<file path="src/rtl/ab_gate_pkg.sv">
`timescale 1ns/1ps
package ab_gate_pkg;
   typedef enum logic [2:0] {
      ST_IDLE,
      ST_ARMED,
      ST_OPEN,
      ST_FLUSH,
      ST_DONE
   } gate_state_e;

   function automatic int unsigned pow10(input int unsigned e);
      int unsigned v;
      v = 1;
      for (int unsigned i = 0; i < e; i++) v = v * 10;
      return v;
   endfunction
endpackage

</file>
<file path="src/rtl/abg_event_latch.sv">
`timescale 1ns/1ps
module abg_event_latch (
   input  logic clk,
   input  logic rst_n,
   input  logic set,
   input  logic clr,
   output logic q
);
   always_ff @(posedge clk or negedge rst_n) begin
      if (!rst_n)   q <= 1'b0;
      else if (clr) q <= 1'b0;
      else if (set) q <= 1'b1;
   end
endmodule

</file>
<file path="src/rtl/abg_decade_prescaler.sv">
`timescale 1ns/1ps
module abg_decade_prescaler
   import ab_gate_pkg::*;
#(
   parameter int MAX_EXP = 4,
   parameter int EXP_W   = 3
) (
   input  logic             clk,
   input  logic             rst_n,
   input  logic             run,
   input  logic [EXP_W-1:0] exp_sel,
   output logic             tick
);
   generate
      if (MAX_EXP == 0) begin : g_bypass
         logic unused_inputs;
         assign unused_inputs = ^{clk, rst_n, run, exp_sel};
         assign tick = 1'b1;
      end else begin : g_divider
         localparam int PW = $clog2(pow10(MAX_EXP));
         logic [PW-1:0] cnt;
         logic [PW-1:0] lim;

         always_comb begin
            lim = '0;
            for (int i = 0; i <= MAX_EXP; i++) begin
               if (exp_sel == EXP_W'(i)) lim = PW'(pow10(i) - 1);
            end
         end

         assign tick = (cnt == lim);

         always_ff @(posedge clk or negedge rst_n) begin
            if (!rst_n)    cnt <= '0;
            else if (!run) cnt <= '0;
            else if (tick) cnt <= '0;
            else           cnt <= cnt + 1'b1;
         end
      end
   endgenerate
endmodule

</file>
<file path="src/rtl/abg_interval_counter.sv">
`timescale 1ns/1ps
module abg_interval_counter #(
   parameter int COUNT_W = 32
) (
   input  logic               clk,
   input  logic               rst_n,
   input  logic               clr,
   input  logic               inc,
   output logic [COUNT_W-1:0] value,
   output logic               wrapped
);
   always_ff @(posedge clk or negedge rst_n) begin
      if (!rst_n) begin
         value   <= '0;
         wrapped <= 1'b0;
      end else if (clr) begin
         value   <= '0;
         wrapped <= 1'b0;
      end else if (inc) begin
         value <= value + 1'b1;
         if (&value) wrapped <= 1'b1;
      end
   end
endmodule

</file>
<file path="src/rtl/ab_interval_gate.sv">
`timescale 1ns/1ps
module ab_interval_gate
   import ab_gate_pkg::*;
#(
   parameter int COUNT_W = 32,
   parameter int MAX_EXP = 4,
   parameter int EXP_W   = 3
) (
   input  logic               clk,
   input  logic               rst_n,
   input  logic               arm,
   input  logic               ev_a,
   input  logic               ev_b,
   input  logic [EXP_W-1:0]   div_exp,
   output logic               gate_open,
   output logic               done,
   output logic [COUNT_W-1:0] count,
   output logic               overflow
);
   generate
      if (COUNT_W < 2) begin : g_bad_count_w
         $error("COUNT_W must be at least 2");
      end
      if (MAX_EXP < 0 || MAX_EXP > 9) begin : g_bad_max_exp
         $error("MAX_EXP must lie in 0..9");
      end
      if (MAX_EXP >= (1 << EXP_W)) begin : g_bad_exp_w
         $error("EXP_W too narrow for MAX_EXP");
      end
   endgenerate

   gate_state_e      st;
   logic [EXP_W-1:0] exp_q;
   logic             start_q, stop_q, tick, flush;

   assign flush = (st == ST_FLUSH);

   abg_event_latch u_start (
      .clk(clk), .rst_n(rst_n),
      .set(ev_a && st == ST_ARMED && !arm),
      .clr(arm || flush),
      .q(start_q)
   );

   abg_event_latch u_stop (
      .clk(clk), .rst_n(rst_n),
      .set(ev_b && st == ST_OPEN && !arm),
      .clr(arm || flush),
      .q(stop_q)
   );

   abg_decade_prescaler #(.MAX_EXP(MAX_EXP), .EXP_W(EXP_W)) u_presc (
      .clk(clk), .rst_n(rst_n),
      .run(st == ST_OPEN),
      .exp_sel(exp_q),
      .tick(tick)
   );

   abg_interval_counter #(.COUNT_W(COUNT_W)) u_cnt (
      .clk(clk), .rst_n(rst_n),
      .clr(arm),
      .inc(st == ST_OPEN && !stop_q && tick && !arm),
      .value(count),
      .wrapped(overflow)
   );

   always_ff @(posedge clk or negedge rst_n) begin
      if (!rst_n) begin
         st    <= ST_IDLE;
         exp_q <= '0;
      end else if (arm) begin
         st    <= ST_ARMED;
         exp_q <= (div_exp > EXP_W'(MAX_EXP)) ? EXP_W'(MAX_EXP) : div_exp;
      end else begin
         case (st)
            ST_ARMED: if (start_q) st <= ST_OPEN;
            ST_OPEN:  if (stop_q)  st <= ST_FLUSH;
            ST_FLUSH: st <= ST_DONE;
            default:  st <= st;
         endcase
      end
   end

   assign gate_open = (st == ST_OPEN);
   assign done      = (st == ST_DONE);
endmodule

</file>
<file path="config.mk">
export PLATFORM = sky130hd
export DESIGN_NAME = ab_interval_gate
export DESIGN_NICKNAME = d
export VERILOG_FILES = /design/src/rtl/ab_gate_pkg.sv /design/src/rtl/abg_event_latch.sv /design/src/rtl/abg_decade_prescaler.sv /design/src/rtl/abg_interval_counter.sv /design/src/rtl/ab_interval_gate.sv
export SDC_FILE = /design/constraint.sdc
export NUM_CORES = 1
export LEC_CHECK = 0
export ABC_AREA = 1
export ABC_CLOCK_PERIOD_IN_PS = 2500
export BUFFER_PORTS_ARGS = -buffer_cell sky130_fd_sc_hd__buf_2
export CAP_MARGIN = 25
export CORE_MARGIN = 3
export CORE_UTILIZATION = 29
export DETAILED_ROUTE_END_ITERATION = 6
export HOLD_SLACK_MARGIN = 0.1
export PLACE_DENSITY_LB_ADDON = 0.1
export RECOVER_POWER = 25
export SYNTH_ARGS = -nofsm -noshare
export SYNTH_HDL_FRONTEND = slang
export SYNTH_SLANG_ARGS = --single-unit
</file>
<file path="constraint.sdc">
create_clock -name clk -period 2.5 [get_ports clk]
set_input_delay 0.75 -clock clk [delete_from_list [all_inputs] [get_ports clk]]
set_output_delay 0.75 -clock clk [all_outputs]
set_load 0.02 [all_outputs]
</file>
[Word-level counts from Yosys, hierarchy flattened]
Index checks and enable logic that the tools add are counted.
Word-level totals
  input bits: 8
  bits in registers: 55
  word-level logic and storage cells: 59
Operators by class
  mux-type cells: 20
  magnitude comparators: 1
  eq/ne operators: 11
  $add $sub $neg: 2
  reduce and logical (&&, ||, !) cells: 18
Operators with widths (number)
  14-bit 2-to-1 mux: 5
  32-bit 2-to-1 mux: 2
  32-bit by 1-bit adder with 32-bit output, second input constant: 1
  32-bit AND reduction: 1
  14-bit by 1-bit adder with 14-bit output, second input constant: 1
  14-bit equality test: 1
  3-bit by 2-bit equality test with 1-bit output, second input constant: 4
  3-bit 2-to-1 mux: 4
  3-bit case mux with 3 select lines: 1
  2-bit nonzero test: 4
  1-bit logical AND: 7
  1-bit 2-to-1 mux: 7
  3-bit by 1-bit equality test with 1-bit output, second input constant: 2
  3-bit equality test, second input constant: 2
  4-bit 2-to-1 mux: 1
  4-bit nonzero test: 1
  3-bit greater-than comparator, second input constant: 1
  3-bit by 2-bit != test with 1-bit output, second input constant: 1
  3-bit != test, second input constant: 1
  3-bit AND reduction: 1
  1-bit zero test: 2
  2-bit AND reduction: 1
  1-bit logical OR: 1

[Depth between registers and ports, before layout]
  depth in word-level cells: 10
  gate-level depth with buffers: 14
  mapped depth without buffers: 13

[Modules after synthesis]
A second synthesis with hierarchy kept.
Unflattened totals
  cell total of the unflattened synthesis: 470
  area total of the unflattened synthesis: 3253.1 um^2
Modules (own cells, without submodules)
  abg_interval_counter: instances 1, area each 1954.4 um^2, cells each 289
  abg_decade_prescaler: instances 1, area each 882.1 um^2, cells each 129
  ab_interval_gate: instances 1, area each 351.6 um^2, cells each 46
  abg_event_latch: instances 2, area each 32.5 um^2, cells each 3

[Least setup slack after synthesis]
Ideal clock, no wire load.
  path type: register to register
  start point: register u_cnt.value[0]
  end point: register u_cnt.wrapped
  arrival time: 1692 ps
  library setup time: 117 ps
  path slack: 691 ps
  stages on the path, launching flop included: 10
  cells stage by stage: dfrtp_1 ha_1 nand3_1 nor3_2 nand3_1 nor3_1 or2_2 nand2_1 nand2_1 nand2_1
On the way
  longest elaborated chain between the ends: 3
Ends and longest elaborated chain
  start: declaration: RTL line abg_interval_counter.sv:9  | output logic [COUNT_W-1:0] value,
  start signal: assignment: RTL line abg_interval_counter.sv:20  | value <= value + 1'b1;
  32-bit AND reduction: RTL line abg_interval_counter.sv:21  | if (&value) wrapped <= 1'b1;
  2-bit nonzero test (no line)
  2-bit AND reduction (no line)
  end signal: assignment: RTL line abg_interval_counter.sv:15  | wrapped <= 1'b0;
  end signal: assignment: RTL line abg_interval_counter.sv:18  | wrapped <= 1'b0;
  end signal: assignment: RTL line abg_interval_counter.sv:21
  end: declaration: RTL line abg_interval_counter.sv:10  | output logic wrapped
Every way passes these cells.
A chain may end at the register's enable or synchronous reset.

[Worst setup path after layout]
Same ends and word-level chain as after synthesis.

==> summary.txt <==
Floorplanning
  • Die Area: 13,100 um2
  • Initial Util: 0.305
  • Floorplan row count: 38
  • Die X: 114 um
  • Core footprint: 11,200 um2
  • I/O Pins: 43
  • Die span in y: 114 um

Synthesis
  • Largest cells by area after synthesis: dfrtp_1 (40%), nand2_1 (18%), nor2_1 (9.7%)
  • Yosys Warn Count: 0
  • Async S/R FF share, synth: 1.00
  • Yosys reg bits: 55
  • Top-count cell post-synth: nand2_1
  • Main synth FF type: dfrtp_1
  • Post-Syn Instances: 481
  • Most frequent cells after synthesis: nand2_1 (165), nor2_1 (88), dfrtp_1 (55), inv_1 (35), xor2_1 (32)
  • Synthesized area: 3410 um2
  • Top-area cell type share of the netlist area: 0.404
  • Post-synth EDFFs: 0
  • Unique masters post-synth: 33
  • Cell taking the most area after synthesis: dfrtp_1
  • Post-Syn Nets: 491
  • Register area share after synthesis: 0.404
  • Mean Syn Cell Area: 7.08 um2

STA
  • Max Clock Freq: 464 MHz
  • Worst Tran Pin Value: 1.15 ns
  • Max Slew Vio Count: 0
  • Final worst path period share: 0.863
  • Final min period: 2.16 ns
  • Final setup vio count: 0
  • Final Hold Fails: 0
  • Final TNS setup: 0 ns
  • Clock Skews: 0.00907 ns
  • Slew headroom: 0.235
  • Unrepaired setup endpoints after global routing: false

Route
  • TritonRoute pass-1 iters: 4
  • Avg WL per Cell: 14.3 um
  • Vias/cell: 4.67
  • Drt drc: 0
  • Post-route antenna net violation count: 0
  • Wirelength, routed: 9.46 mm
  • Initial DRC count: 159
  • Vias: 3,099

Clock tree
  • Root Buffer: clkbuf_16
  • CTS resizes: 0
  • CTS tree: yes
  • H-tree Lvls: 2
  • Setup bufs post-CTS: 0
  • Clock sink total: 55
  • Worst-path clk slew: 0.08 ns
  • Clk buf depth: 2
  • Num CTS Buffers: 5
  • Clk_lat worst skew: 0.31 ns
  • Hold-fix buffers at CTS: 0

Worst setup path
  • RR Endpoint: u_cnt.wrapped
  • Worst R2R Start: u_cnt.value[0]
  • Critical path startpoint category: register
  • Critical Setup Path Class: reg2reg
  • Crit-path slowest cell: dfrtp_1
  • WP data required: 2.71 ns
  • FF-to-FF setup slack: 0.34 ns
  • Reg2reg path depth: 9
  • CP max FO: 6
  • Worst EP arrival: 2.36 ns
  • Type of destination of the critical path: register
  • Crit path cell chain: ha_1, nand3_1, nor3_2, nand3_1, nor3_1, or2_2, nand2_1, nand2_1, nand2_1
  • Max incr delay on CP: 0.45 ns
  • Most used cell, CP: nand2_1

Placement
  • I/O Buffers: 42
  • Dpl hpwl: 7.22 mm
  • GPL Wtd Cong: 0.843
  • Placed Cells: 655

Hold path
  • Worst hold start: u_cnt.wrapped
  • Hold path depth: 2
  • Hold Path End: u_cnt.wrapped
  • Hold Crit Class: reg2reg

Finish
  • ANT cells: 0
  • Fill cell count: 1,214
  • Finished Layout Cells: 663
  • Area delta synth->final: 14.4%
  • Layout cells sized above 1: 0.120
  • Nets: 532

Pwr
  • Leakage Power: 1.79 nW
  • PD cells: 525 nW/um2
  • VDD IR max: 255 uV

Global routing
  • Total Routing Usage GR: 0.155
  • Antenna violations before repair: 0
  • Vias in the first global route: 3,052
  • Pin count of the biggest net entering global routing: 47
  • First-pass GRT wire length: 16.0 mm
  • Overflow after GRT: 0

Run status
  • Status: finished clean

Job
  • Maxcap violations: 0
-- power breakdown --
| group | switching, mW | internal (mW) | total [mW] |
|---|---|---|---|
| logic | 0.204 | 0.0912 | 0.295 |
| registers | 0.0561 | 0.930 | 0.986 |
| clock network | 0.339 | 0.427 | 0.766 |
| total | 0.598 | 1.45 | 2.05 |
-- layout by cell type, fill, tap and decap left out, types with 2 or more instances in the layout --
| master | count |
|---|---|
| nand2_1 | 165 |
| nor2_1 | 88 |
| dfrtp_1 | 55 |
| buf_2 | 41 |
| inv_1 | 35 |
| xor2_1 | 32 |
| nand3_1 | 23 |
| nor3_1 | 20 |
| o21ai_0 | 9 |
| o21ai_1 | 7 |
| xnor2_1 | 6 |
| a21oi_1 | 5 |
| clkbuf_16 | 5 |
| nor3b_1 | 4 |
| nor2_2 | 3 |
| nand4_1 | 2 |
| ha_1 | 2 |
| clkbuf_8 | 2 |
| buf_4 | 2 |
-- state kept, by name, indices dropped and copies added, names as in the netlist --
name	flops
u_cnt.value	32
u_presc.g_divider.cnt	14
exp_q	3
st	3
u_cnt.wrapped	1
u_start.q	1
u_stop.q	1
-- critical path, delay by kind of cell, from the launching register on --
kind / cells / cell delay [ns]
and+or+nand+nor: 8 / 1.33
DFF: 1 / 0.45
adders and majority gates: 1 / 0.27
-- worst max-delay path by stage --
stage	from	endpoint	cells after the start
floorplan	u_cnt.value[0]	u_cnt.wrapped	9
global placement	u_cnt.value[0]	u_cnt.wrapped	9
detailed placement	u_cnt.value[0]	u_cnt.wrapped	9
CTS	u_cnt.value[0]	u_cnt.wrapped	9
global route	u_cnt.value[0]	u_cnt.wrapped	9
finish	u_cnt.value[0]	u_cnt.wrapped	9
-- through the flow --
stage	power, mW	hold slack [ns]	instance area (um2)	setup WS (ns)	utilization
4_1_cts	2.09	0.405	3900	0.339	0.349
2_1_floorplan	1.21	0.454	3410	0.691	-
3_5_place_dp	1.30	0.463	3740	0.347	0.335
6_report	2.05	0.477	3900	0.343	0.349
3_3_place_gp	1.30	0.452	3740	0.343	0.335
5_1_grt	2.16	0.528	3900	0.0857	0.349
-- area by class of cell --
class	count	area [um2]	share of cell area
clock buffers	7	153	0.0392
inverters	37	141	0.0363
multi-input cells	378	1800	0.462
flip-flops and latches	55	1380	0.353
clock inverters	1	7.51	0.00193
repair buffers	45	244	0.0626
well taps	140	175	0.0449
-- kinds of logic (layout without fill, tap and decap cells) --
| kind of cell | Yosys count | in the layout | share of synthesized area |
|---|---|---|---|
| compound gates | 25 | 25 | 0.0400 |
| simple gates | 313 | 313 | 0.384 |
| buf+inv | 48 | 90 | 0.0672 |
| xor+xnor | 38 | 38 | 0.0977 |
| fa+ha+maj | 2 | 2 | 0.00734 |
| flops | 55 | 55 | 0.404 |
-- layer usage --
layer | vias to the layer above | track usage | wire (um) | part of all wire
li1 | 1583 | - | - | -
met4 | 0 | 0.0578 | 136 | 0.014
met3 | 8 | 0.0301 | 405 | 0.043
met1 | 1449 | 0.220 | 4740 | 0.50
met5 | - | 0 | 0 | 0
met2 | 59 | 0.234 | 4170 | 0.44
(Power assumes the default switching activity.)
